`config.mk`:
```
export PLATFORM = sky130hd
export DESIGN_NAME = clken_gen
export DESIGN_NICKNAME = d
export VERILOG_FILES = /design/src/rtl/clken_pkg.sv /design/src/rtl/clken_sync.sv /design/src/rtl/clken_div.sv /design/src/rtl/clken_regs.sv /design/src/rtl/clken_gen.sv
export SDC_FILE = /design/constraint.sdc
export NUM_CORES = 1
export LEC_CHECK = 0
export ABC_AREA = 1
export BUFFER_PORTS_ARGS = -buffer_cell sky130_fd_sc_hd__buf_4
export CAP_MARGIN = 5
export CELL_PAD_IN_SITES_DETAIL_PLACEMENT = 1
export CELL_PAD_IN_SITES_GLOBAL_PLACEMENT = 1
export CORE_ASPECT_RATIO = 1.25
export CORE_MARGIN = 5
export CORE_UTILIZATION = 26
export DETAILED_ROUTE_END_ITERATION = 8
export HOLD_SLACK_MARGIN = 0.15
export PLACE_DENSITY_LB_ADDON = 0.1
export SYNTH_ARGS = -nofsm -noshare
export SYNTH_HDL_FRONTEND = slang
export SYNTH_SLANG_ARGS = --single-unit
```
`constraint.sdc`:
```
create_clock -name clk -period 1.1 [get_ports clk]
set_clock_uncertainty 0.15 [all_clocks]
set_input_delay 0.22 -clock clk [delete_from_list [all_inputs] [get_ports clk]]
set_output_delay 0.22 -clock clk [all_outputs]
set_load 0.01 [all_outputs]
```
`src/rtl/clken_pkg.sv`:
```
package clken_pkg;

  // ratio code width; the largest ratio is 2**(2**DIV_SEL_W - 1)
  localparam int DIV_SEL_W = 2;

  // field positions inside the two control bytes
  localparam int AUX_DIV_LSB = 4;
  localparam int SUB_SEL_BIT = 3;
  localparam int SUB_DIV_LSB = 1;

  typedef logic [DIV_SEL_W-1:0] div_sel_t;

  typedef struct packed {
    div_sel_t aux_div;
    logic     sub_sel_lf;
    div_sel_t sub_div;
  } clk_cfg_t;

endpackage

```
`src/rtl/clken_sync.sv`:
```
module clken_sync #(
  parameter int STAGES = 2
) (
  input  logic clk,
  input  logic rst,
  input  logic async_in,
  output logic tick_o
);

  // STAGES synchronizer flops plus one history flop for the edge detect
  logic [STAGES:0] pipe_q;

  always_ff @(posedge clk) begin
    if (rst) pipe_q <= '0;
    else     pipe_q <= {pipe_q[STAGES-1:0], async_in};
  end

  assign tick_o = pipe_q[STAGES-1] & ~pipe_q[STAGES];

  // a rising edge yields one isolated tick
  p_tick_gap_r5: assert property (@(posedge clk) disable iff (rst)
    tick_o |=> !tick_o);

endmodule

```
`src/rtl/clken_div.sv`:
```
module clken_div
  import clken_pkg::*;
#(
  parameter int SEL_W = DIV_SEL_W
) (
  input  logic             clk,
  input  logic             rst,
  input  logic             clr,
  input  logic             tick,
  input  logic [SEL_W-1:0] div_sel,
  output logic             en_o
);

  localparam int CNT_W = (1 << SEL_W) - 1;

  logic [CNT_W-1:0] cnt_q;
  logic [CNT_W-1:0] mask;

  assign mask = ~({CNT_W{1'b1}} << div_sel);

  always_ff @(posedge clk) begin
    if (rst) begin
      cnt_q <= '0;
      en_o  <= 1'b0;
    end else begin
      en_o <= tick && ((cnt_q & mask) == mask);
      if (clr)       cnt_q <= '0;
      else if (tick) cnt_q <= cnt_q + 1'b1;
    end
  end

  // any ratio above one cannot strobe in back-to-back cycles
  p_div_gap_r4: assert property (@(posedge clk) disable iff (rst)
    (en_o && div_sel != '0) |=> !en_o);

endmodule

```
`src/rtl/clken_regs.sv`:
```
module clken_regs
  import clken_pkg::*;
#(
  parameter int unsigned ADDR_W = 15,
  parameter int unsigned DATA_W = 16,
  parameter logic [ADDR_W-1:0] AUX_ADDR = 'h57,
  parameter logic [ADDR_W-1:0] SUB_ADDR = 'h58
) (
  input  logic                  clk,
  input  logic                  rst,
  input  logic                  bus_en,
  input  logic [ADDR_W-1:0]     bus_addr,
  input  logic [DATA_W/8-1:0]   bus_we,
  input  logic [DATA_W-1:0]     bus_wdata,
  output logic [DATA_W-1:0]     bus_rdata,
  output clk_cfg_t              cfg_o,
  output logic                  aux_clr,
  output logic                  sub_clr
);

  localparam int LANES    = DATA_W / 8;
  localparam int LANE_W   = (LANES > 1) ? $clog2(LANES) : 1;
  localparam int AUX_LANE = (LANES > 1) ? int'(AUX_ADDR[LANE_W-1:0]) : 0;
  localparam int SUB_LANE = (LANES > 1) ? int'(SUB_ADDR[LANE_W-1:0]) : 0;

  logic       aux_hit, sub_hit, rd_req;
  logic [7:0] aux_wbyte, sub_wbyte, aux_rbyte, sub_rbyte;
  logic [DATA_W-1:0] rdata_next;

  assign aux_hit = bus_en && (bus_addr[ADDR_W-1:LANE_W] == AUX_ADDR[ADDR_W-1:LANE_W]);
  assign sub_hit = bus_en && (bus_addr[ADDR_W-1:LANE_W] == SUB_ADDR[ADDR_W-1:LANE_W]);
  assign rd_req  = bus_en && (bus_we == '0);

  assign aux_wbyte = bus_wdata[8*AUX_LANE +: 8];
  assign sub_wbyte = bus_wdata[8*SUB_LANE +: 8];
  assign aux_clr   = aux_hit && bus_we[AUX_LANE];
  assign sub_clr   = sub_hit && bus_we[SUB_LANE];

  always_ff @(posedge clk) begin
    if (rst) begin
      cfg_o <= '0;
    end else begin
      if (aux_clr) cfg_o.aux_div <= aux_wbyte[AUX_DIV_LSB +: DIV_SEL_W];
      if (sub_clr) begin
        cfg_o.sub_sel_lf <= sub_wbyte[SUB_SEL_BIT];
        cfg_o.sub_div    <= sub_wbyte[SUB_DIV_LSB +: DIV_SEL_W];
      end
    end
  end

  always_comb begin
    aux_rbyte = '0;
    aux_rbyte[AUX_DIV_LSB +: DIV_SEL_W] = cfg_o.aux_div;
    sub_rbyte = '0;
    sub_rbyte[SUB_SEL_BIT] = cfg_o.sub_sel_lf;
    sub_rbyte[SUB_DIV_LSB +: DIV_SEL_W] = cfg_o.sub_div;
    rdata_next = '0;
    if (aux_hit) rdata_next[8*AUX_LANE +: 8] = aux_rbyte;
    if (sub_hit) rdata_next[8*SUB_LANE +: 8] = rdata_next[8*SUB_LANE +: 8] | sub_rbyte;
  end

  always_ff @(posedge clk) begin
    if (rst)         bus_rdata <= '0;
    else if (rd_req) bus_rdata <= rdata_next;
    else             bus_rdata <= '0;
  end

  // no write strobe, no register change
  p_hold_r9: assert property (@(posedge clk) disable iff (rst)
    !(bus_en && (bus_we != '0)) |=> $stable(cfg_o));

  // reads of foreign words return zero
  p_unmapped_r9: assert property (@(posedge clk) disable iff (rst)
    (bus_en && bus_we == '0 &&
     bus_addr[ADDR_W-1:LANE_W] != AUX_ADDR[ADDR_W-1:LANE_W] &&
     bus_addr[ADDR_W-1:LANE_W] != SUB_ADDR[ADDR_W-1:LANE_W]) |=> bus_rdata == '0);

endmodule

```
`src/rtl/clken_gen.sv`:
```
module clken_gen
  import clken_pkg::*;
#(
  parameter int unsigned ADDR_W      = 15,
  parameter int unsigned DATA_W      = 16,
  parameter int          SYNC_STAGES = 2,
  parameter logic [ADDR_W-1:0] AUX_ADDR = 'h57,
  parameter logic [ADDR_W-1:0] SUB_ADDR = 'h58
) (
  input  logic                clk,
  input  logic                rst,
  input  logic                bus_en,
  input  logic [ADDR_W-1:0]   bus_addr,
  input  logic [DATA_W/8-1:0] bus_we,
  input  logic [DATA_W-1:0]   bus_wdata,
  output logic [DATA_W-1:0]   bus_rdata,
  input  logic                lf_clk_in,
  input  logic                cpu_off,
  output logic                aux_en,
  output logic                sub_en,
  output logic                cpu_idle
);

  clk_cfg_t cfg;
  logic     aux_clr, sub_clr, lf_tick, sub_tick;

  clken_regs #(
    .ADDR_W(ADDR_W), .DATA_W(DATA_W), .AUX_ADDR(AUX_ADDR), .SUB_ADDR(SUB_ADDR)
  ) regs_i (
    .clk(clk), .rst(rst), .bus_en(bus_en), .bus_addr(bus_addr), .bus_we(bus_we),
    .bus_wdata(bus_wdata), .bus_rdata(bus_rdata), .cfg_o(cfg),
    .aux_clr(aux_clr), .sub_clr(sub_clr)
  );

  clken_sync #(.STAGES(SYNC_STAGES)) sync_i (
    .clk(clk), .rst(rst), .async_in(lf_clk_in), .tick_o(lf_tick)
  );

  assign sub_tick = cfg.sub_sel_lf ? lf_tick : 1'b1;

  clken_div #(.SEL_W(DIV_SEL_W)) aux_div_i (
    .clk(clk), .rst(rst), .clr(aux_clr), .tick(lf_tick),
    .div_sel(cfg.aux_div), .en_o(aux_en)
  );

  clken_div #(.SEL_W(DIV_SEL_W)) sub_div_i (
    .clk(clk), .rst(rst), .clr(sub_clr), .tick(sub_tick),
    .div_sel(cfg.sub_div), .en_o(sub_en)
  );

  always_ff @(posedge clk) begin
    if (rst) cpu_idle <= 1'b0;
    else     cpu_idle <= cpu_off;
  end

  // an off request is seen as idle one cycle later
  p_idle_r8: assert property (@(posedge clk) disable iff (rst)
    $rose(cpu_off) |=> cpu_idle);

  // auxiliary strobe is always a lone cycle
  p_aux_single_r10: assert property (@(posedge clk) disable iff (rst)
    aux_en |=> !aux_en);

  // on a settled slow source the sub-main strobe is also a lone cycle
  p_sub_lf_gap_r7: assert property (@(posedge clk) disable iff (rst)
    (cfg.sub_sel_lf && $past(cfg.sub_sel_lf) && sub_en) |=> !sub_en);

endmodule

```
; Word-level counts from Yosys, hierarchy flattened
; Index checks and enable logic that the tools add are counted.
[op_classes]
add_sub_neg = 2
eq_ne = 4
n_shift = 2
mux = 1
bitwise = 9
reduce_logical = 13
[ops]
columns = cell, count
row1 = $eq A14 B6 Y1 const B, 2
row2 = $logic_and A1 B1 Y1, 7
row3 = $add A3 B1 Y3 const B, 2
row4 = $and A3 B3 Y3, 2
row5 = $eq A3 B3 Y1, 2
row6 = $not A3 Y3, 2
row7 = $reduce_or A2 Y1, 3
row8 = $reduce_or A3 Y1, 2
row9 = $shl A3 B2 Y3 const A, 2
row10 = $not A1 Y1, 4
row11 = $logic_not A2 Y1, 1
row12 = $and A1 B1 Y1, 1
row13 = $mux W1, 1
[word_totals]
regBits = 33
in_bits = 38
out_inout_bits = 19
elab_cells = 43

; Logic depth before layout (Yosys ltp)
[depth]
depth_word = 5
mapped_depth = 8
ltp_nobuf = 8

; Cells and area by module
; Synthesis repeated with hierarchy kept, for this count alone.
[unflattened]
cells_unflattened = 149
area_unflattened_um2 = 1087.3
[modules_own_cells]
columns = mod, n_inst, cells_each, area_each_um2, seq_area_each_um2
row1 = clken_regs, 1, 82, 585.6, 200.2
row2 = clken_div, 2, 26, 188.9, 80.1
row3 = clken_sync, 1, 10, 86.3, 60.1
row4 = clken_gen, 1, 5, 37.5, 20.0

; Worst setup path after synthesis
; Ideal clock, no wire load.
[synth_timing]
path_kind = in2reg
startpoint = input port bus_addr[10]
endpoint = register sub_div_i.cnt_q[2]
setup_ps = 114
arrival_time_ps = 894
required_ps = 836
slack_ps = -58
path_stages = 5
path_buffers = 0
path_cell_list = or2_4 -> nor2_8 -> nand4_4 -> nand2_1 -> nor2_1
[synth_via]
elab_chain_len = 4
[synth_lines]
columns = element, line_no
row1 = "start, declared", clken_gen.sv:13  ; input logic [ADDR_W-1:0] bus_addr,
row2 = $eq A14 B6 Y1, clken_regs.sv:31  ; assign sub_hit = bus_en && (bus_addr[ADDR_W-1:LANE_W] == SUB_ADDR[ADDR_W-1:LANE_W]);
row3 = $logic_and A1 B1 Y1, clken_regs.sv:31
row4 = $logic_and A1 B1 Y1, clken_regs.sv:37  ; assign sub_clr = sub_hit && bus_we[SUB_LANE];
row5 = $reduce_or A2 Y1 (no line), -
row6 = "end signal, assigned", clken_div.sv:28  ; else if (tick) cnt_q <= cnt_q + 1'b1;
row7 = "end, declared", clken_div.sv:16  ; logic [CNT_W-1:0] cnt_q;
; Every way passes these cells.
; A chain may end at the register's enable or synchronous reset.

; Worst setup path in the final report
[layout_timing]
startpoint = register sync_i.pipe_q[1]
endpoint = register aux_div_i.cnt_q[2]
[layout_via]
elab_chain_len = 1
[layout_lines]
columns = element, line_no
row1 = "start, declared", clken_sync.sv:11  ; logic [STAGES:0] pipe_q;
row2 = "start signal, assigned", clken_sync.sv:15  ; else pipe_q <= {pipe_q[STAGES-1:0], async_in};
row3 = $and A1 B1 Y1, clken_sync.sv:18  ; assign tick_o = pipe_q[STAGES-1] & ~pipe_q[STAGES];
row4 = "end signal, assigned", clken_div.sv:28
row5 = "end, declared", clken_div.sv:16
; Every way passes these cells.

==> qor.csv <==
stage,metric,value,unit
outcome,run_status,finished with violations,
outcome,failed_checks,negative setup slack,
setup_path,worst_ep_arrival_time,1.17,ns
layout,final_layout_size_suffix_gt1_share,38.6,%
grt,antenna_found_initial,0,
yosys,syn-instance-count,133,
power_and_ir_drop,ir_worst_vdd,0.000358,V
yosys,synth_compound_gate_area_share,4.11,%
yosys,postSynthRegisterBits,22,
timing,setup_repair_after_global_routing_missed_its_margin,true,
power_and_ir_drop,report.power.total,1570,uW
timing,achievable-frequency,857,MHz
timing,final-hold-violation-count,0,
floorplan,fp.coreArea,3820,um2
timing,setup_viol_count_final,4,
timing,fin_hold_ws,0.132,ns
flow_run,max_cap_viol_count,0,
yosys,synth_sequential_area_ratio,42.5,%
routing,post_drt_wl_per_cell,10.5,um
placed_design,gpl.final_weighted_congestion,0.713,
placed_design,dpl.hpwl,2.14,mm
clock_network,cts_inserted_buffers,3,
clock_network,cts-root-buf,clkbuf_8,
grt,grt_pass1_wl,4.33,mm
timing,timing.final.crit_share,106,%
floorplan,die_h,80.6,um
layout,n_antenna_cell,0,
floorplan,die_width,66.5,um
yosys,synthesized_area_fraction_occupied_by_xor_and_xnor_cells,2.54,%
yosys,synth_flop_cell,dfxtp_1,
power_and_ir_drop,power-per-cell-area,994,nW/um2
setup_path,worst-setup-path-type,reg -> reg,
clock_network,tritoncts_num_sinks,22,
clock_network,clkTransAtPathRegs,0.07,ns
floorplan,io_pins,57,
routing,drcViolationCount,0,
timing,number_of_pins_with_negative_max_slew_slack_in_the_final_report,0,
placed_design,port_bufs,33,
layout,area_growth,52.8,%
yosys,post_synth_fa_ha_maj_area_fraction,2.42,%
yosys,synth_top_family_by_area,simple AND/OR/NAND/NOR gates,
grt,grt-ovfl-total,0,
routing,route.final.wire_length,2.54,mm
worst_hold_path,hp-class,in -> reg,
routing,antenna_viol_nets_final,0,
yosys,synth.cell_area,1040,um2
floorplan,floorplan.initialDensity,27.1,%
clock_network,cts_tree,built,
setup_path,crit_path_start_kind,flop,
yosys,synth-async-reset-ratio,0,%
setup_path,endpoint_kind,flop,
floorplan,core.rowCount,25,
placed_design,dpl_cell_area,1400,um2
yosys,post_synth_and_or_nand_nor_area_fraction,32.9,%
grt,number_of_global_route_vias_before_repair,1058,
yosys,synth_mux_area_share,0,%
floorplan,die-area,5360,um2
power_and_ir_drop,power.static_leakage,0.000794,uW
clock_network,clk-insertion-delay-late,0.26,ns
routing,route.vias.total,967,
grt,groute.usage.overall,10.6,%
placed_design,dp_worst_setup_slack,-0.269,ns
routing,detailedRoute.firstIterationViolations,14,
yosys,number_of_synthesized_flops_with_an_enable_pin,0,
layout,filler_cell_count,495,
routing,drt-vias-per-instance,3.98,
timing,timing.final.crit_period,1.17,ns
setup_path,critical_path_required,1.11,ns
yosys,syn_area_per_cell,7.79,um2
yosys,yosysUniqueCellTypes,24,
yosys,yosysWarningCount,0,
layout,final_design_instance_area_without_fill,1580,um2
timing,worst_slack,-0.0667,ns
layout,fin_nets,231,
grt,grt_start_max_net_pins,12,
clock_network,cts_max_path_buffers,2,
setup_path,path_max_fanout,4,
routing,detailed_router_iteration_count_before_antenna_repair,5,
clock_network,h-tree-depth,1,
[cell families after synthesis]
| group | after synthesis |
|---|---|
| buf+inv | 31 |
| flops | 22 |
| xor+xnor | 3 |
| fa+ha+maj | 2 |
| other cells | 1 |
| compound gates | 8 |
| simple gates | 66 |
[repair_timing]
action                     4_1_cts  5_1_grt
buffers inserted                 1        2
setup endpoints to repair        5       13
resized for setup                4       10
hold endpoints to repair         9        0
pin swaps                        4        9
hold buffers                     7        0
[area by class of cell]
type	count	area [um2]	area share, %
clock buffers	3	41.3	2.61
inverters	20	75.1	4.74
multi-input cells	90	518	32.7
flip-flops and latches	22	443	28.0
well taps	54	67.6	4.27
repair buffers	54	438	27.7
[where the power goes]
| group | switching (uW) | internal, uW |
|---|---|---|
| Sequential | 11.3 | 818 |
| Combinational | 109 | 143 |
| Clock | 248 | 244 |
[stage by stage]
stage / util (%) / setup TNS [ns] / instances
2_1_floorplan: - / -0.314 / 143
3_3_place_gp: 36.6 / -3.01 / 230
3_5_place_dp: 36.6 / -3.57 / 230
4_1_cts: 40.1 / -0.152 / 241
5_1_grt: 41.5 / -0.685 / 243
6_report: 41.5 / -0.180 / 243
[synthesized netlist by cell type (2+ instances only)]
cell type  count  area [um2]
nand3_1        2        10.0
buf_4         11        82.6
ha_1           2        25.0
inv_2          3        11.3
xor2_1         2        17.5
dfxtp_1       22         440
nand4_4        2        42.5
a21oi_1        6        30.0
nand2_1       26        97.6
nor2_1        26        97.6
inv_1         17        63.8
nand4_1        2        12.5
[worst max-delay path, cell delays in order, from the launching register on]
cell     delay (ns)
dfxtp_2        0.32
inv_2          0.07
nor2_4         0.04
buf_4          0.12
buf_6          0.12
nand2_2        0.05
xor2_1         0.15
nor2_1         0.05
[sequential cells by signal (all words and copies together), names as in the netlist]
| register | cells |
|---|---|
| cpu_idle | 1 |
| aux_div_i.cnt_q | 3 |
| regs_i.bus_rdata | 5 |
| sub_div_i.cnt_q | 3 |
| sync_i.pipe_q | 3 |
| regs_i.cfg_o | 5 |
| aux_div_i.en_o | 1 |
| sub_div_i.en_o | 1 |
[cell usage in the layout, fill, tap and decap left out, types with 3 or more instances in the layout]
master and instances:
buf_4 43, a21oi_1 5, conb_1 11, nand2_2 4, dlygate4sd3_1 7, dfxtp_1 20, inv_2 3, clkbuf_8 3
nor2_1 24, buf_6 4, nor2_2 3, inv_1 17, nand2_1 22
[per-layer routing]
metal	GRT usage, %	part of all wire (%)	up-vias
met5	0	0	-
met4	6.10	2.4	0
met3	1.96	6.3	8
met2	20.0	52	34
met1	10.4	39	428
li1	-	-	497
[path summary, 6_finish.rpt]
kind / from / endpoint / slack [ns] / cells after the start
setup / recovery: sync_i.pipe_q[1] / aux_div_i.cnt_q[2] / -0.07 / 7
hold / removal: bus_we[0] / regs_i.bus_rdata[12] / 0.13 / 4
setup reg to reg: sync_i.pipe_q[1] / aux_div_i.cnt_q[2] / -0.07 / 7
hold reg to reg: sync_i.pipe_q[0] / sync_i.pipe_q[1] / 0.25 / 2
Note: power is estimated with default switching activity, not from simulation.
